`config.mk`:
```
export PLATFORM = sky130hd
export DESIGN_NAME = amp_ctrl_i2c_slave
export DESIGN_NICKNAME = d
export VERILOG_FILES = /design/src/rtl/amp_ctrl_pkg.sv /design/src/rtl/i2c_line_sync.sv /design/src/rtl/i2c_byte_engine.sv /design/src/rtl/amp_reg_bank.sv /design/src/rtl/amp_ctrl_i2c_slave.sv
export SDC_FILE = /design/constraint.sdc
export NUM_CORES = 1
export LEC_CHECK = 0
export ABC_AREA = 1
export BUFFER_PORTS_ARGS = -buffer_cell sky130_fd_sc_hd__buf_2
export CORE_MARGIN = 1.5
export CORE_UTILIZATION = 40
export DETAILED_ROUTE_END_ITERATION = 7
export GPL_ROUTABILITY_DRIVEN = 0
export PLACE_DENSITY = 0.74
export SYNTH_ARGS = -nofsm -noshare
export SYNTH_HDL_FRONTEND = slang
export SYNTH_SLANG_ARGS = --single-unit
```
`constraint.sdc`:
```
create_clock -name clk_i -period 2.3 [get_ports clk_i]
set_input_delay 0.115 -clock clk_i [delete_from_list [all_inputs] [get_ports clk_i]]
set_output_delay 0.115 -clock clk_i [all_outputs]
set_load 0.01 [all_outputs]
```
`src/rtl/amp_ctrl_pkg.sv`:
```
package amp_ctrl_pkg;
  localparam int BYTE_W      = 8;
  localparam int NUM_CTRL    = 7;
  localparam int NUM_STAT    = 9;
  localparam int CTRL_CONTIG = 6;  // 0x08..0x0D, then one at 0x10
  localparam int STAT_CONTIG = 8;  // 0x00..0x07, then one at 0x13
  localparam logic [7:0] CTRL_BASE  = 8'h08;
  localparam logic [7:0] CTRL_EXTRA = 8'h10;
  localparam logic [7:0] STAT_EXTRA = 8'h13;
  localparam logic [7:0] SRST_ADDR  = 8'h0C;
  localparam logic [7:0] FREQ_ADDR  = 8'h0A;
  localparam logic [4:0] DEV_BASE   = 5'b11011;

  typedef enum logic [2:0] {S_IDLE, S_RX, S_ACK, S_TX, S_TXACK} eng_state_e;
  typedef enum logic [1:0] {K_DEV, K_SUB, K_DATA} byte_kind_e;

  function automatic logic [7:0] ctrl_addr(int k);
    return (k < CTRL_CONTIG) ? CTRL_BASE + 8'(k) : CTRL_EXTRA;
  endfunction

  function automatic logic [7:0] stat_addr(int k);
    return (k < STAT_CONTIG) ? 8'(k) : STAT_EXTRA;
  endfunction

  function automatic logic [7:0] ctrl_default(int k);
    case (k)
      0: return 8'hAA;
      1: return 8'hF0;
      2: return 8'h0D;
      3: return 8'h50;
      4: return 8'h1F;
      5: return 8'h00;
      default: return 8'h01;
    endcase
  endfunction

  function automatic logic [NUM_CTRL*8-1:0] ctrl_default_vec();
    logic [NUM_CTRL*8-1:0] v;
    for (int k = 0; k < NUM_CTRL; k++) v[k*8 +: 8] = ctrl_default(k);
    return v;
  endfunction
endpackage

```
`src/rtl/i2c_line_sync.sv`:
```
module i2c_line_sync #(
  parameter int STAGES = 2
) (
  input  logic clk_i,
  input  logic rst_ni,
  input  logic scl_i,
  input  logic sda_i,
  output logic sda_o,
  output logic scl_rise_o,
  output logic scl_fall_o,
  output logic start_o,
  output logic stop_o
);
  logic [STAGES-1:0] scl_q, sda_q;
  logic scl_d, sda_d, scl_s;

  always_ff @(posedge clk_i or negedge rst_ni) begin
    if (!rst_ni) begin
      scl_q <= '1;
      sda_q <= '1;
      scl_d <= 1'b1;
      sda_d <= 1'b1;
    end else begin
      scl_q <= {scl_q[STAGES-2:0], scl_i};
      sda_q <= {sda_q[STAGES-2:0], sda_i};
      scl_d <= scl_q[STAGES-1];
      sda_d <= sda_q[STAGES-1];
    end
  end

  assign scl_s      = scl_q[STAGES-1];
  assign sda_o      = sda_q[STAGES-1];
  assign scl_rise_o = scl_s & ~scl_d;
  assign scl_fall_o = ~scl_s & scl_d;
  assign start_o    = scl_s & scl_d & sda_d & ~sda_o;
  assign stop_o     = scl_s & scl_d & ~sda_d & sda_o;
endmodule

```
`src/rtl/i2c_byte_engine.sv`:
```
module i2c_byte_engine
  import amp_ctrl_pkg::*;
#(
  parameter int W = BYTE_W
) (
  input  logic         clk_i,
  input  logic         rst_ni,
  input  logic [1:0]   strap_i,
  input  logic         sda_i,
  input  logic         scl_rise_i,
  input  logic         scl_fall_i,
  input  logic         start_i,
  input  logic         stop_i,
  output logic         sda_oe_o,
  output logic         wr_en_o,
  output logic [W-1:0] wr_addr_o,
  output logic [W-1:0] wr_data_o,
  output logic [W-1:0] rd_addr_o,
  input  logic [W-1:0] rd_data_i
);
  localparam int CNT_W = $clog2(W + 1);
  localparam logic [CNT_W-1:0] FULL = CNT_W'(W);
  localparam logic [CNT_W-1:0] LAST = CNT_W'(W - 1);

  eng_state_e st_q;
  byte_kind_e kind_q;
  logic [CNT_W-1:0] cnt_q;
  logic [W-1:0] sh_q, sub_q;
  logic rw_q, mack_q;

  assign rd_addr_o = sub_q;

  always_ff @(posedge clk_i or negedge rst_ni) begin
    if (!rst_ni) begin
      st_q      <= S_IDLE;
      kind_q    <= K_DEV;
      cnt_q     <= '0;
      sh_q      <= '0;
      sub_q     <= '0;
      rw_q      <= 1'b0;
      mack_q    <= 1'b0;
      sda_oe_o  <= 1'b0;
      wr_en_o   <= 1'b0;
      wr_addr_o <= '0;
      wr_data_o <= '0;
    end else begin
      wr_en_o <= 1'b0;
      if (start_i) begin
        st_q     <= S_RX;
        kind_q   <= K_DEV;
        cnt_q    <= '0;
        sda_oe_o <= 1'b0;
      end else if (stop_i) begin
        st_q     <= S_IDLE;
        sda_oe_o <= 1'b0;
      end else begin
        unique case (st_q)
          S_RX: begin
            if (scl_rise_i && cnt_q < FULL) begin
              sh_q  <= {sh_q[W-2:0], sda_i};
              cnt_q <= cnt_q + 1'b1;
            end else if (scl_fall_i && cnt_q == FULL) begin
              unique case (kind_q)
                K_DEV: begin
                  if (sh_q[W-1:1] == {DEV_BASE, strap_i}) begin
                    rw_q     <= sh_q[0];
                    sda_oe_o <= 1'b1;
                    st_q     <= S_ACK;
                  end else begin
                    st_q <= S_IDLE;
                  end
                end
                K_SUB: begin
                  sub_q    <= sh_q;
                  sda_oe_o <= 1'b1;
                  st_q     <= S_ACK;
                end
                default: begin
                  wr_en_o   <= 1'b1;
                  wr_addr_o <= sub_q;
                  wr_data_o <= sh_q;
                  sub_q     <= sub_q + 1'b1;
                  sda_oe_o  <= 1'b1;
                  st_q      <= S_ACK;
                end
              endcase
            end
          end
          S_ACK: begin
            if (scl_fall_i) begin
              cnt_q <= '0;
              if (kind_q == K_DEV && rw_q) begin
                sh_q     <= rd_data_i;
                sub_q    <= sub_q + 1'b1;
                sda_oe_o <= ~rd_data_i[W-1];
                st_q     <= S_TX;
              end else begin
                sda_oe_o <= 1'b0;
                st_q     <= S_RX;
                kind_q   <= (kind_q == K_DEV) ? K_SUB : K_DATA;
              end
            end
          end
          S_TX: begin
            if (scl_fall_i) begin
              if (cnt_q == LAST) begin
                sda_oe_o <= 1'b0;
                st_q     <= S_TXACK;
              end else begin
                sh_q     <= {sh_q[W-2:0], 1'b0};
                sda_oe_o <= ~sh_q[W-2];
                cnt_q    <= cnt_q + 1'b1;
              end
            end
          end
          S_TXACK: begin
            if (scl_rise_i) begin
              mack_q <= ~sda_i;
            end else if (scl_fall_i) begin
              if (mack_q) begin
                cnt_q    <= '0;
                sh_q     <= rd_data_i;
                sub_q    <= sub_q + 1'b1;
                sda_oe_o <= ~rd_data_i[W-1];
                st_q     <= S_TX;
              end else begin
                st_q <= S_IDLE;
              end
            end
          end
          default: ;
        endcase
      end
    end
  end
endmodule

```
`src/rtl/amp_reg_bank.sv`:
```
module amp_reg_bank
  import amp_ctrl_pkg::*;
(
  input  logic                   clk_i,
  input  logic                   rst_ni,
  input  logic                   wr_en_i,
  input  logic [7:0]             wr_addr_i,
  input  logic [7:0]             wr_data_i,
  input  logic [7:0]             rd_addr_i,
  output logic [7:0]             rd_data_o,
  input  logic [NUM_STAT*8-1:0]  status_i,
  output logic [NUM_CTRL*8-1:0]  ctrl_o,
  output logic                   soft_rst_o
);
  logic [7:0] ctrl_q [NUM_CTRL];
  logic srst_q;

  always_ff @(posedge clk_i or negedge rst_ni) begin
    if (!rst_ni) srst_q <= 1'b0;
    else         srst_q <= wr_en_i && wr_addr_i == SRST_ADDR && wr_data_i[7];
  end
  assign soft_rst_o = srst_q;

  for (genvar k = 0; k < NUM_CTRL; k++) begin : g_ctrl
    localparam logic [7:0] ADDR = ctrl_addr(k);
    localparam logic [7:0] DEF  = ctrl_default(k);
    logic [7:0] nxt;
    if (ADDR == FREQ_ADDR) begin : g_freq
      assign nxt = {wr_data_i[7:2], (wr_data_i[1:0] == 2'b11) ? ctrl_q[k][1:0] : wr_data_i[1:0]};
    end else if (ADDR == SRST_ADDR) begin : g_srst
      assign nxt = {1'b0, wr_data_i[6:0]};
    end else begin : g_plain
      assign nxt = wr_data_i;
    end
    always_ff @(posedge clk_i or negedge rst_ni) begin
      if (!rst_ni)                            ctrl_q[k] <= DEF;
      else if (srst_q)                        ctrl_q[k] <= DEF;
      else if (wr_en_i && wr_addr_i == ADDR)  ctrl_q[k] <= nxt;
    end
    assign ctrl_o[k*8 +: 8] = ctrl_q[k];
  end

  always_comb begin
    rd_data_o = '0;
    for (int k = 0; k < NUM_STAT; k++)
      if (rd_addr_i == stat_addr(k)) rd_data_o = status_i[k*8 +: 8];
    for (int k = 0; k < NUM_CTRL; k++)
      if (rd_addr_i == ctrl_addr(k)) rd_data_o = ctrl_q[k];
  end
endmodule

```
`src/rtl/amp_ctrl_i2c_slave.sv`:
```
module amp_ctrl_i2c_slave
  import amp_ctrl_pkg::*;
#(
  parameter int SYNC_STAGES = 2
) (
  input  logic                  clk_i,
  input  logic                  rst_ni,
  input  logic [1:0]            strap_i,
  input  logic                  scl_i,
  input  logic                  sda_i,
  output logic                  sda_oe_o,
  input  logic [NUM_STAT*8-1:0] status_i,
  output logic [NUM_CTRL*8-1:0] ctrl_o
);
  logic sda_s, scl_rise, scl_fall, start_c, stop_c;
  logic wr_en, soft_rst;
  logic [7:0] wr_addr, wr_data, rd_addr, rd_data;

  i2c_line_sync #(.STAGES(SYNC_STAGES)) i_sync (
    .clk_i, .rst_ni, .scl_i, .sda_i,
    .sda_o(sda_s), .scl_rise_o(scl_rise), .scl_fall_o(scl_fall),
    .start_o(start_c), .stop_o(stop_c)
  );

  i2c_byte_engine #(.W(BYTE_W)) i_eng (
    .clk_i, .rst_ni, .strap_i, .sda_i(sda_s),
    .scl_rise_i(scl_rise), .scl_fall_i(scl_fall),
    .start_i(start_c), .stop_i(stop_c), .sda_oe_o,
    .wr_en_o(wr_en), .wr_addr_o(wr_addr), .wr_data_o(wr_data),
    .rd_addr_o(rd_addr), .rd_data_i(rd_data)
  );

  amp_reg_bank i_bank (
    .clk_i, .rst_ni, .wr_en_i(wr_en), .wr_addr_i(wr_addr), .wr_data_i(wr_data),
    .rd_addr_i(rd_addr), .rd_data_o(rd_data), .status_i, .ctrl_o,
    .soft_rst_o(soft_rst)
  );
endmodule

```
Word-level counts from Yosys, hierarchy flattened
Index checks and enable logic that the tools add are counted.
Operators by class
  add/subtract/negate cells: 2
  magnitude comparators: 1
  equal/unequal tests: 61
  mux-type cells: 99
  bitwise operators: 17
  reductions and logical operators: 37
Operators with widths (number)
  two-way mux 8 bit: 45
  == test 8 x 4 -> 1 bit, second input constant: 12
  two-way mux 4 bit: 9
  == test 8 x 3 -> 1 bit, second input constant: 4
  one-hot mux 8 bit (4 select lines): 1
  two-way mux 3 bit: 9
  == test 8 x 5 -> 1 bit, second input constant: 3
  inequality test 4 x 1 -> 1 bit, second input constant: 6
  one-hot mux 8 bit (3 select lines): 1
  two-way mux 2 bit: 11
  AND reduction 11 bit: 2
  inequality test 2 x 1 -> 1 bit, second input constant: 10
  two-way mux 1 bit: 19
  AND reduction 9 bit: 2
  nonzero test 2 bit: 9
  == test 8 x 2 -> 1 bit, second input constant: 2
  one-hot mux 4 bit (4 select lines): 1
  one-hot mux 8 bit (2 select lines): 1
  inequality test 3 x 1 -> 1 bit, second input constant: 5
  one-hot mux 3 bit (4 select lines): 1
  logical AND 1 bit: 11
  NOT 1 bit: 10
  adder 8 x 1 -> 8 bit, second input constant: 1
  == test 8 x 1 -> 1 bit, second input constant: 1
  30 further kinds: 41
Word-level totals
  register bits after elaboration: 108
  input port bits: 78
  output and inout bits: 57
  word-level logic and storage cells: 241

Longest topological paths before layout
Gate-level depths: netlist (run 1).
  depth in word-level cells: 24
  gate-level depth with buffers: 23
  gate-level depth less buffers: 22

By module
A second synthesis (run 1) with hierarchy kept.
Second synthesis, totals
  cell total of the unflattened synthesis: 901
  area total of the unflattened synthesis: 6371.1 um2
Modules (own cells, without submodules)
  amp_reg_bank: times used 1, cells each 509, area each 3520.9 um2, sequential area each 1425.1 um2
  i2c_byte_engine: times used 1, cells each 375, area each 2651.3 um2, sequential area each 1126.1 um2
  i2c_line_sync: times used 1, cells each 17, area each 198.9 um2, sequential area each 157.7 um2

Worst setup path after synthesis (run 1)
Ideal clock, no wire load.
  kind: register -> register
  from: register i_eng.sub_q[0], in the netlist i_eng.rd_addr_o[0]
  to: register i_eng.sda_oe_o
  setup time: 116 ps
  arrival time: 1967 ps
  data required time: 2184 ps
  path slack: 216 ps
  cell stages (with the launch flop): 23
  buffers on the path: 1
  clock period less this slack: 2084 ps
  path through: dfrtp_1 > ha_1 > inv_1 > nor2_1 > nand2_2 > inv_2 > buf_2 > nor2_1 > nand2_1 > nand3_1 > nand2_1 > nand2_1 > nand3b_1 > nand4_1 > nand2_1 > nand2_1 > nand2_1 > nand2_1 > nand2_1 > nand2_1 > nand2_1 > nand2_1 > nand2_1
On the way
  longest elaborated chain between the ends: 24
  elaborated cells on any way between the ends: 41
  those cells by class: eq/ne: 15; mux: 24; bitwise: 1; reduce/logical: 1
Ends and longest elaborated chain
  start, declared: RTL line i2c_byte_engine.sv:28  | logic [W-1:0] sh_q, sub_q;
  start signal, assigned: RTL line i2c_byte_engine.sv:74  | sub_q <= sh_q;
  start signal, assigned: RTL line i2c_byte_engine.sv:82  | sub_q <= sub_q + 1'b1;
  start signal, assigned: RTL line i2c_byte_engine.sv:94  | sub_q <= sub_q + 1'b1;
  zero test 8 bit: RTL line amp_reg_bank.sv:46  | if (rd_addr_i == stat_addr(k)) rd_data_o = status_i[k*8 +: 8];
  two-way mux 8 bit (9 in a row): RTL line amp_reg_bank.sv:46
  two-way mux 8 bit (6 in a row): RTL line amp_reg_bank.sv:48  | if (rd_addr_i == ctrl_addr(k)) rd_data_o = ctrl_q[k];
  two-way mux 8 bit *: RTL line amp_reg_bank.sv:48
  NOT 1 bit *: RTL line i2c_byte_engine.sv:95, i2c_byte_engine.sv:124
  two-way mux 1 bit: RTL line i2c_byte_engine.sv:120  | if (mack_q) begin
  two-way mux 1 bit: RTL line i2c_byte_engine.sv:119  | end else if (scl_fall_i) begin
  two-way mux 1 bit: RTL line i2c_byte_engine.sv:117  | if (scl_rise_i) begin
  one-hot mux 1 bit (4 select lines) *: RTL line i2c_byte_engine.sv:57  | unique case (st_q)
  two-way mux 1 bit *: RTL line i2c_byte_engine.sv:53  | end else if (stop_i) begin
  two-way mux 1 bit *: RTL line i2c_byte_engine.sv:48  | if (start_i) begin
  end signal, assigned: RTL line i2c_byte_engine.sv:95  | sda_oe_o <= ~rd_data_i[W-1];
  end signal, assigned: RTL line i2c_byte_engine.sv:111  | sda_oe_o <= ~sh_q[W-2];
  end signal, assigned: RTL line i2c_byte_engine.sv:124  | sda_oe_o <= ~rd_data_i[W-1];
  end, declared: RTL line i2c_byte_engine.sv:14  | output logic sda_oe_o,
Every way passes the cells marked *; elsewhere a longest branch is shown, timed or not. The select of a mux whose other input is x is not followed.
A chain may end at the register's enable or synchronous reset.

Worst setup path in the final report (run 1)
  from: register i_eng.sub_q[1], in the netlist i_eng.rd_addr_o[1]
  to: register i_eng.sh_q[6]
On the way
  longest elaborated chain between the ends: 21
  elaborated cells on any way between the ends: 38
  those cells by class: eq/ne: 15; mux: 22; reduce/logical: 1
Ends and longest elaborated chain
  zero test 8 bit: RTL line amp_reg_bank.sv:46
  two-way mux 8 bit (9 in a row): RTL line amp_reg_bank.sv:46
  two-way mux 8 bit (6 in a row): RTL line amp_reg_bank.sv:48
  two-way mux 8 bit *: RTL line amp_reg_bank.sv:48
  two-way mux 8 bit: RTL line i2c_byte_engine.sv:120
  two-way mux 8 bit: RTL line i2c_byte_engine.sv:119
  two-way mux 8 bit: RTL line i2c_byte_engine.sv:117
  one-hot mux 8 bit (4 select lines) *: RTL line i2c_byte_engine.sv:57
  end signal, assigned: RTL line i2c_byte_engine.sv:60  | sh_q <= {sh_q[W-2:0], sda_i};
  end signal, assigned: RTL line i2c_byte_engine.sv:110  | sh_q <= {sh_q[W-2:0], 1'b0};
  end signal, assigned: RTL line i2c_byte_engine.sv:122  | sh_q <= rd_data_i;
  end, declared: RTL line i2c_byte_engine.sv:28
Marks and branches as above.

==> results.txt, run 1 <==
----------------------------------------------------
[Status]
  Result of the run ... complete, but fails checks
  Violated checks ... negative setup slack

[Timing]
  Transition time at the pin with the least slew margin ... 1.131 ns
  Final worst setup slack ... -0.07266 ns
  Worst setup skew after layout ... 0.008013 ns
  RSZ-0062 raised after global routing ... yes
  Fin crit share ... 103.2%
  Final hold vios ... 0
  Max Transition Viols Final ... 0
  Worst slew margin relative to its limit ... 24.58%
  Setup total negative slack ... -0.1773 ns
  Max Fclk ... 421.5 MHz
  Time the final worst path needs with I/O delays and setup ... 2.373 ns
  Final setup vio count ... 5

[CTS]
  TritonCTS clock tree ... done
  Root Buffer ... sky130_fd_sc_hd__clkbuf_16
  Clock Sink Count ... 107
  Maximum level of the CTS H-tree ... 3
  Worst-Skew Late Latency ... 0.35 ns
  Clock buffers created by TritonCTS ... 9
  Maximum clock insertion buffer count ... 2
  Clock-pin slew on the worst setup and hold paths ... 0.07 ns

[Die]
  Floorplan die area ... 0.01627 mm^2
  Initial standard-cell utilization of the core ... 40.83%
  Chip width ... 127.6 um
  Cell Rows ... 45
  Placeable core area ... 0.01520 mm^2
  Io pins ... 135
  Vertical die dimension ... 127.6 um

[Global route]
  GRT Resource Usage Total ... 22.48%
  First-pass GRT wire length ... 29.04 mm
  Number of antenna violations at the first check in global routing ... 0
  Vias in the first global route ... 5946
  Largest net degree at the start of global routing ... 49
  Overflow after GRT ... 0

[Synthesis]
  Most instantiated flip-flop cell in the synthesis netlist ... sky130_fd_sc_hd__dfrtp_1
  Library cell with the largest summed area after synthesis ... sky130_fd_sc_hd__dfrtp_1
  Count of flip-flops with a built-in enable after synthesis ... 0
  Dominant combinational cell family by area after synthesis ... simple AND/OR/NAND/NOR gates
  Portion of netlist area occupied by mux cells ... 0.3427%
  Synthesized-area fraction occupied by adder cells ... 1.209%
  Yosys warnings ... 0
  Area fraction in and, or, nand and nor cells after synthesis ... 30.78%
  Area share of the leading cell type in the synthesized netlist ... 33.06%
  Ranking of synthesized cells by instance count ... sky130_fd_sc_hd__nand2_1, sky130_fd_sc_hd__o21ai_0, sky130_fd_sc_hd__inv_1, sky130_fd_sc_hd__nor2_1, sky130_fd_sc_hd__dfrtp_1
  Post-Synthesis Net Count ... 961
  Cells taking the most area after synthesis ... sky130_fd_sc_hd__dfrtp_1, sky130_fd_sc_hd__nand2_1, sky130_fd_sc_hd__dfstp_2
  Async SR Flop Fraction ... 100.0%
  Yosys reg bits ... 107
  Netlist Area Pre-Place ... 0.006207 mm^2
  Number of standard cells after synthesis ... 877
  Average footprint of a synthesized cell ... 7.078 um^2
  Unique masters post-synth ... 43
  XOR/XNOR Fraction of Synth Area ... 0.2822%
  Most common cell in the synthesized netlist ... sky130_fd_sc_hd__nand2_1
  Compound-gate portion of the synthesized area ... 15.44%
  Post-synthesis sequential area ratio ... 43.64%

[Routing]
  Detail-routed via count per cell ... 5.180
  Number of detailed-route iterations in the first pass ... 8
  WL per Instance ... 14.90 um
  Violation count after the first detailed-routing iteration ... 526
  Antenna Violating Nets Remaining ... 0
  Detailed-route wire length ... 18.61 mm
  Residual DRC count ... 0
  Met2 WL ... 8.665 mm
  Via count ... 6470
  Amount of wire on met3 after detailed routing ... 1.565 mm
  Met1 WL ... 8.103 mm
  Uppermost layer routed ... met4

[Worst setup path]
  Maximum net fanout on the critical path ... 7
  CP Capture Type ... flip-flop
  Critical path start-end classification ... flip-flop to flip-flop
  Data required, critical path ... 2.58 ns
  Crit path launch type ... flip-flop
  Crit path arrival time ... 2.65 ns

[Finish]
  Diode insertion count for antenna repair ... 0
  Combined area of the multi-input logic cells ... 0.003161 mm^2
  Number of inserted filler cells in the final layout ... 1465
  Final net count ... 1140
  Area added between synthesis and finish ... 28.34%
  Register Area ... 0.002711 mm^2
  Fraction of final layout cells sized beyond drive strength 1 ... 29.12%

[Pwr]
  Static power due to leakage ... 4.000 nW
  Int Power ... 0.004180 W
  Clock share of power ... 22.8%
  Total power ... 0.007063 W
  Relative contribution of sequential cells to total power ... 34.3%
  Cell area power density ... 886.6 mW/mm^2
  Fraction of power consumed by combinational cells ... 43.0%
  Psw ... 0.002882 W
  Maximum resistive drop on vdd ... 679.7 uV
  Switching part of the total ... 40.81%

[Job]
  Maximum capacitance violations ... 0

[Placed design]
  Number of buffer cells added on primary ports ... 133
  Sum of net half-perimeters after detailed placement ... 13.86 mm

[Worst hold path]
  Hold crit path type ... input port to async pin

----------------------------------------------------
## registers in the layout (all words and copies together) (netlist names)
name / flops
i_sync.sda_q: 2
i_eng.wr_data_o: 8
i_eng.cnt_q: 4
i_sync.scl_q: 2
i_eng.rw_q: 1
i_eng.kind_q: 2
i_bank.ctrl_o: 55
i_eng.wr_en_o: 1
i_eng.mack_q: 1
i_sync.sda_d: 1
i_eng.wr_addr_o: 8
i_sync.scl_d: 1
i_eng.rd_addr_o: 8
i_eng.sh_q: 8
i_bank.soft_rst_o: 1
i_eng.sda_oe_o: 1
i_eng.st_q: 3
## worst paths after layout
| path | slack, ns | from | endpoint | depth (start not counted) |
|---|---|---|---|---|
| setup / recovery | -0.07 | i_eng.rd_addr_o[1]$_DFFE_PN0P_ | i_eng.sh_q[6]$_DFFE_PN0P_ | 21 |
| hold reg to reg | 0.36 | i_sync.scl_q[0]$_DFF_PN1_ | i_sync.scl_q[1]$_DFF_PN1_ | 0 |
| min in group clk_i | 0.34 | strap_i[1] | i_eng.rw_q$_DFFE_PN0P_ | 7 |
| hold / removal | 0.32 | rst_ni | i_bank.ctrl_o[43]$_DFFE_PN0P_ | 2 |
| max in group asynchronous | 1.20 | rst_ni | i_sync.sda_d$_DFF_PN1_ | 3 |
| setup reg to reg | -0.07 | i_eng.rd_addr_o[1]$_DFFE_PN0P_ | i_eng.sh_q[6]$_DFFE_PN0P_ | 21 |
## stage by stage
stage	utilization, %	setup slack (ns)	hold slack, ns	instances	instance area, um^2
4_1_cts	50.86	0.0008185	0.3276	1237	7731
5_1_grt	52.40	-0.2511	0.3614	1249	7966
3_3_place_gp	47.93	-0.09111	0.1838	1210	7286
2_1_floorplan	-	0.2165	-0.1806	877	6207
3_5_place_dp	47.93	-0.1441	0.1771	1210	7286
6_report	52.40	-0.07266	0.3161	1249	7966
## cells in the final DEF, fill, tap and decap left out, types with 11 or more instances in the layout
master	netlist	layout
sky130_fd_sc_hd__dfstp_2	25	25
sky130_fd_sc_hd__nor3_1	11	11
sky130_fd_sc_hd__nor2_1	96	89
sky130_fd_sc_hd__inv_2	12	16
sky130_fd_sc_hd__nand4_1	11	11
sky130_fd_sc_hd__nand2_1	251	233
sky130_fd_sc_hd__o21ai_0	98	98
sky130_fd_sc_hd__nand2_2	1	18
sky130_fd_sc_hd__dfrtp_1	82	80
sky130_fd_sc_hd__nand3_1	45	41
sky130_fd_sc_hd__buf_2	5	133
sky130_fd_sc_hd__a21oi_1	63	59
sky130_fd_sc_hd__buf_4	1	49
sky130_fd_sc_hd__inv_1	97	91
## kinds of logic (layout without fill, tap and decap cells)
kind of cell,after synthesis,after routing
XOR/XNOR,2,2
buffers and inverters,133,317
flip-flops,107,107
other,1,1
adder cells (fa/ha/maj),6,6
AND/OR/NAND/NOR,444,444
multiplexers,2,2
AO/OA/AOI/OAI,182,182
## power by group through the flow
| stage | logic [W] | clock network [W] | registers [W] |
|---|---|---|---|
| after global placement | 0.00262 | 0 | 0.00242 |
| after CTS | 0.00278 | 0.00162 | 0.00241 |
| after detailed placement | 0.00268 | 0 | 0.00243 |
| after floorplan | 0.00180 | 0 | 0.00237 |
| after global routing | 0.00340 | 0.00171 | 0.00245 |
| final | 0.00303 | 0.00161 | 0.00242 |
## layer usage
layer,vias to the layer above,track usage [%]
li1,3187,-
met1,2954,30.57
met2,297,37.36
met3,32,4.271
met4,0,5.155
met5,-,0
## layout make-up
type                            instances  share of cell area [%]
Multi-Input combinational cell        637                   39.67
Sequential cell                       107                   34.03
Clock inverter                          6                  0.8952
Inverter                              111                   5.356
Tap cell                              188                   2.953
Clock buffer                           10                   3.000
Timing Repair Buffer                  189                   14.03
Timing Repair inverter                  1                 0.06282
## worst max-delay path, stage by stage, from the launching register on
cell	delay, ns
sky130_fd_sc_hd__dfrtp_2	0.45
sky130_fd_sc_hd__inv_2	0.11
sky130_fd_sc_hd__ha_4	0.14
sky130_fd_sc_hd__nand2_2	0.07
sky130_fd_sc_hd__nor2_4	0.21
sky130_fd_sc_hd__buf_6	0.13
sky130_fd_sc_hd__nand3_1	0.08
sky130_fd_sc_hd__nand3_1	0.08
sky130_fd_sc_hd__nand3_1	0.09
sky130_fd_sc_hd__nand3_1	0.09
sky130_fd_sc_hd__nand2_1	0.05
sky130_fd_sc_hd__nand2_1	0.07
sky130_fd_sc_hd__nand2_1	0.06
sky130_fd_sc_hd__nand4_1	0.08
sky130_fd_sc_hd__nand2_1	0.07
sky130_fd_sc_hd__nand2_1	0.07
sky130_fd_sc_hd__nand2_2	0.07
sky130_fd_sc_hd__nand2_2	0.08
sky130_fd_sc_hd__nand2_1	0.06
sky130_fd_sc_hd__nand2_1	0.07
sky130_fd_sc_hd__nand2_1	0.06
sky130_fd_sc_hd__a21oi_1	0.13
## repair_timing
item                                    CTS  global route
gates resized for setup                  18            45
hold buffers                              3             0
pin swaps                                 6            12
cloned                                    1             1
hold endpoints to repair                 43             0
setup buffers                             7            11
endpoints found under the setup margin    6            18
No activity file was read; power rests on OpenSTA's default activity.
==> run 2, diff against run 1 <==
Settings changed: ABC_AREA 1 to unset, PLACE_DENSITY 0.74 to 0.73.
==> results.txt, run 2 <==
----------------------------------------------------
[CTS]
  Maximum level of the CTS H-tree ... 3 (unchanged)
  Maximum clock insertion buffer count ... 2 (unchanged)
  Root Buffer ... sky130_fd_sc_hd__clkbuf_16 (unchanged)
  Clock Sink Count ... 107 (unchanged)
  Clock-pin slew on the worst setup and hold paths ... 0.07 ns (about the same)
  Worst-Skew Late Latency ... 0.36 ns (was 0.35 ns)
  TritonCTS clock tree ... done (unchanged)
  Clock buffers created by TritonCTS ... 9 (unchanged)

[Global route]
  First-pass GRT wire length ... 35.09 mm (was 29.04 mm)
  Vias in the first global route ... 6239 (was 5946)
  Number of antenna violations at the first check in global routing ... 0 (unchanged)
  Largest net degree at the start of global routing ... 54 (was 49)
  GRT Resource Usage Total ... 25.60% (was 22.48%)
  Overflow after GRT ... 0 (unchanged)

[Timing]
  Max Transition Viols Final ... 0 (unchanged)
  Transition time at the pin with the least slew margin ... 0.6856 ns (was 1.131 ns)
  Worst setup skew after layout ... 0.007313 ns (was 0.008013 ns)
  Setup total negative slack ... 0 ns (was -0.1773 ns)
  Worst slew margin relative to its limit ... 54.20% (was 24.58%)
  Time the final worst path needs with I/O delays and setup ... 2.276 ns (was 2.373 ns)
  Max Fclk ... 439.4 MHz (was 421.5 MHz)
  Hold Worst Slack ... 0.2468 ns (was 0.3161 ns)
  RSZ-0062 raised after global routing ... yes (unchanged)
  Final hold vios ... 0 (unchanged)
  Final setup vio count ... 0 (was 5)
  Fin crit share ... 98.94% (was 103.2%)

[Worst setup path]
  Ordered list of cells on the worst path ... or4_4 > buf_12 > or3_4 > a21o_1 > o311ai_2 > a211oi_2 > a311o_1 (was inv_2 > ha_4 > nand2_2 > nor2_4 > buf_6 > nand3_1 > nand3_1 > nand3_1 > nand3_1 > nand2_1 > nand2_1 > nand2_1 > nand4_1 > nand2_1 > nand2_1 > nand2_2 > nand2_2 > nand2_1 > nand2_1 > nand2_1 > a21oi_1)
  Slowest cell delay on critical path ... 0.56 ns (was 0.45 ns)
  Origin of the critical flop-to-flop path ... i_eng.rd_addr_o[5]$_DFFE_PN0P_ (was i_eng.rd_addr_o[1]$_DFFE_PN0P_)
  Minimum setup slack among reg-to-reg paths ... 0.02 ns (was -0.07 ns)
  R2R cell count ... 7 (was 21)
  Critical path buffer and inverter count ... 1 (was 2)
  Maximum net fanout on the critical path ... 12 (was 7)
  Cell with the largest stage delay on the worst path ... sky130_fd_sc_hd__or4_4 (was sky130_fd_sc_hd__dfrtp_2)
  Critical path start-end classification ... flip-flop to flip-flop (unchanged)
  Crit-path leading delay family ... simple AND/OR/NAND/NOR gates (unchanged)
  Crit path launch type ... flip-flop (unchanged)
  Crit path arrival time ... 2.51 ns (was 2.65 ns)
  CP Capture Type ... flip-flop (unchanged)
  Endpoint of the worst register-to-register path ... i_eng.sda_oe_o$_DFFE_PN0P_ (was i_eng.sh_q[6]$_DFFE_PN0P_)
  Data required, critical path ... 2.53 ns (was 2.58 ns)

[Job]
  Maximum capacitance violations ... 0 (unchanged)

[Synthesis]
  Unique masters post-synth ... 78 (was 43)
  Yosys warnings ... 0 (unchanged)
  Most instantiated flip-flop cell in the synthesis netlist ... sky130_fd_sc_hd__dfrtp_1 (unchanged)
  XOR/XNOR Fraction of Synth Area ... 0.5268% (was 0.2822%)
  Library cell with the largest summed area after synthesis ... sky130_fd_sc_hd__dfrtp_1 (unchanged)
  Yosys reg bits ... 107 (unchanged)
  Area fraction in and, or, nand and nor cells after synthesis ... 22.31% (was 30.78%)
  Ranking of synthesized cells by instance count ... sky130_fd_sc_hd__dfrtp_1, sky130_fd_sc_hd__nor2_1, sky130_fd_sc_hd__nand2_1, sky130_fd_sc_hd__o21ai_0, sky130_fd_sc_hd__mux2i_1 (was sky130_fd_sc_hd__nand2_1, sky130_fd_sc_hd__o21ai_0, sky130_fd_sc_hd__inv_1, sky130_fd_sc_hd__nor2_1, sky130_fd_sc_hd__dfrtp_1)
  Portion of netlist area occupied by mux cells ... 10.07% (was 0.3427%)
  Async SR Flop Fraction ... 100.0% (unchanged)
  Number of standard cells after synthesis ... 744 (was 877)
  Dominant combinational cell family by area after synthesis ... simple AND/OR/NAND/NOR gates (unchanged)
  Most common cell in the synthesized netlist ... sky130_fd_sc_hd__dfrtp_1 (was sky130_fd_sc_hd__nand2_1)
  Area share of the leading cell type in the synthesized netlist ... 30.86% (was 33.06%)
  Cells taking the most area after synthesis ... sky130_fd_sc_hd__dfrtp_1, sky130_fd_sc_hd__dfstp_2, sky130_fd_sc_hd__mux2i_1 (was sky130_fd_sc_hd__dfrtp_1, sky130_fd_sc_hd__nand2_1, sky130_fd_sc_hd__dfstp_2)
  Compound-gate portion of the synthesized area ... 20.92% (was 15.44%)
  Count of flip-flops with a built-in enable after synthesis ... 0 (unchanged)
  Netlist Area Pre-Place ... 0.006650 mm^2 (was 0.006207 mm^2)
  Post-Synthesis Net Count ... 828 (was 961)
  Post-synthesis sequential area ratio ... 40.73% (was 43.64%)
  Synthesized-area fraction occupied by adder cells ... 1.129% (was 1.209%)
  Average footprint of a synthesized cell ... 8.938 um^2 (was 7.078 um^2)

[Pwr]
  Maximum resistive drop on vdd ... 513.1 uV (was 679.7 uV)
  Psw ... 0.001095 W (was 0.002882 W)
  Relative contribution of sequential cells to total power ... 51.6% (was 34.3%)
  Total power ... 0.004143 W (was 0.007063 W)
  Fraction of power consumed by combinational cells ... 10.4% (was 43.0%)
  Clock share of power ... 38.0% (was 22.8%)
  Int Power ... 0.003048 W (was 0.004180 W)
  Switching part of the total ... 26.42% (was 40.81%)
  Static power due to leakage ... 4.270 nW (was 4.000 nW)
  Cell area power density ... 476.7 mW/mm^2 (was 886.6 mW/mm^2)

[Die]
  Floorplan die area ... 0.01741 mm^2 (was 0.01627 mm^2)
  Initial standard-cell utilization of the core ... 41.41% (was 40.83%)
  Placeable core area ... 0.01606 mm^2 (was 0.01520 mm^2)
  Cell Rows ... 46 (was 45)
  Chip width ... 131.9 um (was 127.6 um)
  Io pins ... 135 (unchanged)
  Vertical die dimension ... 131.9 um (was 127.6 um)

[Finish]
  Number of flip-flops under the largest register name ... 55 (unchanged)
  Combined area of the multi-input logic cells ... 0.003819 mm^2 (was 0.003161 mm^2)
  Final net count ... 1018 (was 1140)
  Top library cells by usage in the layout, fill and taps aside ... sky130_fd_sc_hd__buf_2, sky130_fd_sc_hd__buf_4, sky130_fd_sc_hd__dfrtp_1, sky130_fd_sc_hd__nor2_1, sky130_fd_sc_hd__nand2_1 (was sky130_fd_sc_hd__nand2_1, sky130_fd_sc_hd__buf_2, sky130_fd_sc_hd__o21ai_0, sky130_fd_sc_hd__inv_1, sky130_fd_sc_hd__nor2_1)
  Number of inserted filler cells in the final layout ... 1455 (was 1465)
  Most common library cell in the layout ignoring fill and taps ... sky130_fd_sc_hd__buf_2 (was sky130_fd_sc_hd__nand2_1)
  Register Area ... 0.002710 mm^2 (was 0.002711 mm^2)
  Diode insertion count for antenna repair ... 0 (unchanged)
  Fraction of final layout cells sized beyond drive strength 1 ... 35.78% (was 29.12%)
  Area added between synthesis and finish ... 30.69% (was 28.34%)

[Routing]
  Detail-routed via count per cell ... 5.953 (was 5.180)
  Violation count after the first detailed-routing iteration ... 726 (was 526)
  Residual DRC count ... 0 (unchanged)
  Antenna Violating Nets Remaining ... 0 (unchanged)
  Via count ... 6876 (was 6470)
  Number of detailed-route iterations in the first pass ... 5 (was 8)
  Detailed-route wire length ... 22.68 mm (was 18.61 mm)
  WL per Instance ... 19.64 um (was 14.90 um)

[Worst hold path]
  Hold crit path type ... input port to flip-flop (was input port to async pin)
  Cell depth of the worst hold path ... 5
  Origin of the worst min-delay path ... status_i[68]
  End of the worst hold path ... i_eng.sh_q[4]$_DFFE_PN0P_

[Status]
  Result of the run ... completed (was complete, but fails checks)

[Placed design]
  Number of buffer cells added on primary ports ... 133 (unchanged)
  Sum of net half-perimeters after detailed placement ... 16.98 mm (was 13.86 mm)

----------------------------------------------------
-- run 2: worst max-delay path by stage --
stage | from | to | slack (ns) | cells past startpoint
after floorplan | i_eng.rd_addr_o[1]$_DFFE_PN0P_ | i_eng.sda_oe_o$_DFFE_PN0P_ | 0.01 | 10
after global placement | i_eng.rd_addr_o[1]$_DFFE_PN0P_ | i_eng.sh_q[2]$_DFFE_PN0P_ | -0.02 | 9
after detailed placement | i_eng.rd_addr_o[0]$_DFFE_PN0P_ | i_eng.sh_q[1]$_DFFE_PN0P_ | -0.05 | 9
after CTS | i_eng.rd_addr_o[6]$_DFFE_PN0P_ | i_eng.sh_q[2]$_DFFE_PN0P_ | -0.007 | 9
after global routing | i_eng.rd_addr_o[1]$_DFFE_PN0P_ | i_eng.sh_q[7]$_DFFE_PN0P_ | -0.07 | 10
final | i_eng.rd_addr_o[5]$_DFFE_PN0P_ | i_eng.sda_oe_o$_DFFE_PN0P_ | 0.02 | 7
-- run 2: worst reg2reg max path, cell delays in order, from the launching register on --
cell and delay (ns):
sky130_fd_sc_hd__dfrtp_1 0.38, sky130_fd_sc_hd__or4_4 0.56, sky130_fd_sc_hd__buf_12 0.17, sky130_fd_sc_hd__or3_4 0.33, sky130_fd_sc_hd__a21o_1 0.19, sky130_fd_sc_hd__o311ai_2 0.09
sky130_fd_sc_hd__a211oi_2 0.15, sky130_fd_sc_hd__a311o_1 0.29
-- run 2: through the flow --
stage	util (%)	instance area, um^2	worst slack, ns	instances
after floorplan	-	6650	0.01088	744
after global placement	50.60	8125	-0.01838	1132
after detailed placement	50.60	8125	-0.04571	1132
after CTS	52.91	8496	-0.007321	1152
after global routing	54.12	8691	-0.06751	1155
final	54.12	8691	0.02433	1155
-- run 2: timing repair --
item,CTS,global route
pin swaps,1,10
hold buffers,3,0
hold endpoints to repair,34,0
gates cloned,0,1
resized for setup,7,49
setup endpoints to repair,8,27
buffers inserted,1,3
-- run 2: cell families after synthesis --
family / after synthesis
simple gates: 284
compound gates: 208
flops: 107
buf+inv: 69
mux: 65
fa+ha+maj: 6
xor+xnor: 4
other cells: 1
-- run 2: layer usage --
metal	vias to the layer above	GRT usage (%)	wire length, um
li1	3158	-	-
met1	3300	37.70	9751
met2	383	38.80	10240
met3	35	3.883	2210
met4	0	7.593	484
met5	-	0	0
-- run 2: cell type report --
| cell class | count | area share, % |
|---|---|---|
| multi-input cells | 568 | 43.94 |
| flip-flops and latches | 107 | 31.18 |
| repair buffers | 232 | 17.61 |
| well taps | 216 | 3.110 |
| clock buffers | 10 | 2.635 |
| clock inverters | 6 | 0.8350 |
| inverters | 16 | 0.6910 |
-- run 2: power by group through the flow --
stage | registers [W] | logic (W) | clock network (W)
3_3_place_gp | 0.00216 | 0.000412 | 0
6_report | 0.00214 | 0.000429 | 0.00158
3_5_place_dp | 0.00216 | 0.000419 | 0
2_1_floorplan | 0.00210 | 0.000237 | 0
5_1_grt | 0.00215 | 0.000486 | 0.00168
4_1_cts | 0.00213 | 0.000426 | 0.00161
==> run 3, diff against run 2 <==
Settings changed: CELL_PAD_IN_SITES_DETAIL_PLACEMENT set to 1, CELL_PAD_IN_SITES_GLOBAL_PLACEMENT set to 2, CORE_UTILIZATION 40 to 33, PLACE_DENSITY 0.73 to 0.92.
==> results.txt, run 3 (synthesis results as in run 2) <==
----------------------------------------------------
[Worst setup path]
  Maximum net fanout on the critical path ... 5 (was 12)
  Ordered list of cells on the worst path ... inv_2 > ha_2 > buf_4 > nor2b_2 > a221o_1 > nand4_1 > nand3_2 > a311oi_1 > buf_4 > o211ai_1 (was or4_4 > buf_12 > or3_4 > a21o_1 > o311ai_2 > a211oi_2 > a311o_1)
  Crit path launch type ... flip-flop (unchanged)
  Data required, critical path ... 2.53 ns (about the same)
  Beginning of the critical path ... i_eng.rd_addr_o[1]$_DFFE_PN0P_ (was i_eng.rd_addr_o[5]$_DFFE_PN0P_)
  Termination of the worst setup path ... i_eng.sh_q[3]$_DFFE_PN0P_ (was i_eng.sda_oe_o$_DFFE_PN0P_)
  Cell with the largest stage delay on the worst path ... sky130_fd_sc_hd__dfrtp_1 (was sky130_fd_sc_hd__or4_4)
  Crit path arrival time ... 2.51 ns (about the same)
  Minimum setup slack among reg-to-reg paths ... 0.01 ns (was 0.02 ns)
  Origin of the critical flop-to-flop path ... i_eng.rd_addr_o[1]$_DFFE_PN0P_ (was i_eng.rd_addr_o[5]$_DFFE_PN0P_)
  Cell type with the highest occurrence count on the critical path ... sky130_fd_sc_hd__buf_4
  Critical path start-end classification ... flip-flop to flip-flop (unchanged)
  Slowest cell delay on critical path ... 0.42 ns (was 0.56 ns)
  CP Capture Type ... flip-flop (unchanged)
  R2R cell count ... 10 (was 7)
  Endpoint of the worst register-to-register path ... i_eng.sh_q[3]$_DFFE_PN0P_ (was i_eng.sda_oe_o$_DFFE_PN0P_)

[Routing]
  Violation count after the first detailed-routing iteration ... 456 (was 726)
  Antenna Violating Nets Remaining ... 0 (unchanged)
  Number of detailed-route iterations in the first pass ... 4 (was 5)
  Detailed-route wire length ... 27.42 mm (was 22.68 mm)
  Residual DRC count ... 0 (unchanged)
  Via count ... 7072 (was 6876)
  WL per Instance ... 22.40 um (was 19.64 um)
  Detail-routed via count per cell ... 5.778 (was 5.953)

[CTS]
  Clock Sink Count ... 107 (unchanged)
  Clock-pin slew on the worst setup and hold paths ... 0.08 ns (was 0.07 ns)
  TritonCTS clock tree ... done (unchanged)
  Maximum clock insertion buffer count ... 2 (unchanged)
  Root Buffer ... sky130_fd_sc_hd__clkbuf_16 (unchanged)
  Worst-Skew Late Latency ... 0.36 ns (about the same)
  Maximum level of the CTS H-tree ... 3 (unchanged)
  Clock buffers created by TritonCTS ... 9 (unchanged)

[Timing]
  Worst setup skew after layout ... 0.01516 ns (was 0.007313 ns)
  RSZ-0062 raised after global routing ... yes (unchanged)
  Final worst setup slack ... 0.01249 ns (was 0.02433 ns)
  Transition time at the pin with the least slew margin ... 0.7038 ns (was 0.6856 ns)
  Max Fclk ... 437.2 MHz (was 439.4 MHz)
  Worst slew margin relative to its limit ... 52.94% (was 54.20%)
  Final setup vio count ... 0 (unchanged)
  Fin crit share ... 99.46% (was 98.94%)
  Time the final worst path needs with I/O delays and setup ... 2.288 ns (was 2.276 ns)
  Setup total negative slack ... 0 ns (unchanged)
  Final hold vios ... 0 (unchanged)
  Max Transition Viols Final ... 0 (unchanged)

[Finish]
  Top library cells by usage in the layout, fill and taps aside ... sky130_fd_sc_hd__buf_2, sky130_fd_sc_hd__buf_4, sky130_fd_sc_hd__dfrtp_1, sky130_fd_sc_hd__nor2_1, sky130_fd_sc_hd__nand2_1 (unchanged)
  Fraction of final layout cells sized beyond drive strength 1 ... 37.85% (was 35.78%)
  Number of flip-flops under the largest register name ... 55 (unchanged)
  Area added between synthesis and finish ... 33.83% (was 30.69%)
  Most common library cell in the layout ignoring fill and taps ... sky130_fd_sc_hd__buf_2 (unchanged)
  Final net count ... 1038 (was 1018)
  Number of inserted filler cells in the final layout ... 2325 (was 1455)
  Diode insertion count for antenna repair ... 0 (unchanged)

[Pwr]
  Fraction of power consumed by combinational cells ... 11.6% (was 10.4%)
  Clock share of power ... 36.8% (was 38.0%)
  Relative contribution of sequential cells to total power ... 51.6% (about the same)
  Static power due to leakage ... 4.339 nW (was 4.270 nW)
  Maximum resistive drop on vdd ... 389.4 uV (was 513.1 uV)
  Int Power ... 0.002964 W (was 0.003048 W)
  Switching part of the total ... 28.84% (was 26.42%)
  Psw ... 0.001201 W (was 0.001095 W)
  Cell area power density ... 468.1 mW/mm^2 (was 476.7 mW/mm^2)

[Placed design]
  Sum of net half-perimeters after detailed placement ... 20.69 mm (was 16.98 mm)
  Number of buffer cells added on primary ports ... 133 (unchanged)
  Worst slack after detailed placement ... -0.1913 ns (was -0.04571 ns)

[Worst hold path]
  Cell depth of the worst hold path ... 5 (unchanged)
  Hold crit path type ... input port to flip-flop (unchanged)
  Origin of the worst min-delay path ... status_i[68] (unchanged)

[Global route]
  First-pass GRT wire length ... 42.44 mm (was 35.09 mm)
  GRT Resource Usage Total ... 25.85% (was 25.60%)
  Vias in the first global route ... 7316 (was 6239)
  Largest net degree at the start of global routing ... 108 (was 54)
  Overflow after GRT ... 0 (unchanged)
  Number of antenna violations at the first check in global routing ... 0 (unchanged)

[Die]
  Floorplan die area ... 0.02101 mm^2 (was 0.01741 mm^2)
  Vertical die dimension ... 145.0 um (was 131.9 um)
  Initial standard-cell utilization of the core ... 33.95% (was 41.41%)
  Cell Rows ... 51 (was 46)
  Io pins ... 135 (unchanged)
  Chip width ... 145.0 um (was 131.9 um)
  Placeable core area ... 0.01959 mm^2 (was 0.01606 mm^2)

[Job]
  Maximum capacitance violations ... 0 (unchanged)

[Status]
  Result of the run ... completed (unchanged)

----------------------------------------------------
run 3: cell count changes in the layout (fill, tap and decap cells not counted), sizes merged:
cell / change
clkbuf: -1
clkinv: +1
buf: +21
bufinv: -1
run 3: worst min path at each step:
stage	endpoint	slack [ns]
5_1_grt	i_eng.sh_q[4]$_DFFE_PN0P_	0.23
3_3_place_gp	i_sync.sda_q[0]$_DFF_PN1_	0.22
3_5_place_dp	i_sync.scl_q[0]$_DFF_PN1_	0.22
4_1_cts	i_eng.sh_q[4]$_DFFE_PN0P_	0.23
2_1_floorplan	i_bank.ctrl_o[0]$_DFFE_PN0P_	-0.18
6_report	i_eng.sh_q[4]$_DFFE_PN0P_	0.25
run 3: metrics by stage:
stage	cells	total power (W)	cell area [um^2]	utilization (%)	hold slack (ns)
global placement	1200	0.002623	8329	42.52	0.2223
detailed placement	1200	0.002644	8329	42.52	0.2238
CTS	1221	0.004185	8697	44.40	0.2310
global route	1224	0.004339	8900	45.43	0.2253
floorplan	744	0.002337	6650	-	-0.1806
finish	1224	0.004166	8900	45.43	0.2539
run 3: cell type report:
type                    instances  area, um^2  share of cell area [%]
clock buffers                  10       229.0                   2.573
clock inverters                 6       56.30                  0.6326
inverters                      16       60.06                  0.6748
multi-input cells             568        3851                   43.27
flip-flops and latches        107        2713                   30.48
well taps                     265       331.6                   3.726
repair buffers                252        1659                   18.64
run 3: power by group through the flow:
stage                     Clock, W  Combinational (W)  Sequential [W]
after floorplan                  0           0.000237         0.00210
after global placement           0           0.000456         0.00217
after detailed placement         0           0.000467         0.00218
after CTS                  0.00157           0.000476         0.00214
after global routing       0.00164           0.000535         0.00217
final                      0.00153           0.000483         0.00215
run 3: layer usage:
metal | routed length [um] | global-route usage (%) | part of all wire (%) | vias up
li1 | - | - | - | 3179
met1 | 12230 | 35.53 | 45 | 3606
met2 | 13200 | 42.68 | 48 | 248
met3 | 1474 | 3.270 | 5.4 | 39
met4 | 509 | 7.113 | 1.9 | 0
met5 | 0 | 0 | 0 | -
run 3: critical path: cells and delay by family, from the launching register on:
family	cells	cell delay (ns)
AOI/OAI and AO/OA	3	0.68
adders and majority gates	1	0.21
buffers and inverters	3	0.41
DFF	1	0.42
and+or+nand+nor	3	0.43
run 3: what timing repair did:
| action | 4_1_cts | 5_1_grt |
|---|---|---|
| hold buffers | 3 | 0 |
| setup buffers | 2 | 2 |
| pin swaps | 4 | 8 |
| gates cloned | 0 | 1 |
| endpoints found under the setup margin | 12 | 15 |
| gates resized for setup | 13 | 58 |
| hold endpoints to repair | 84 | 0 |
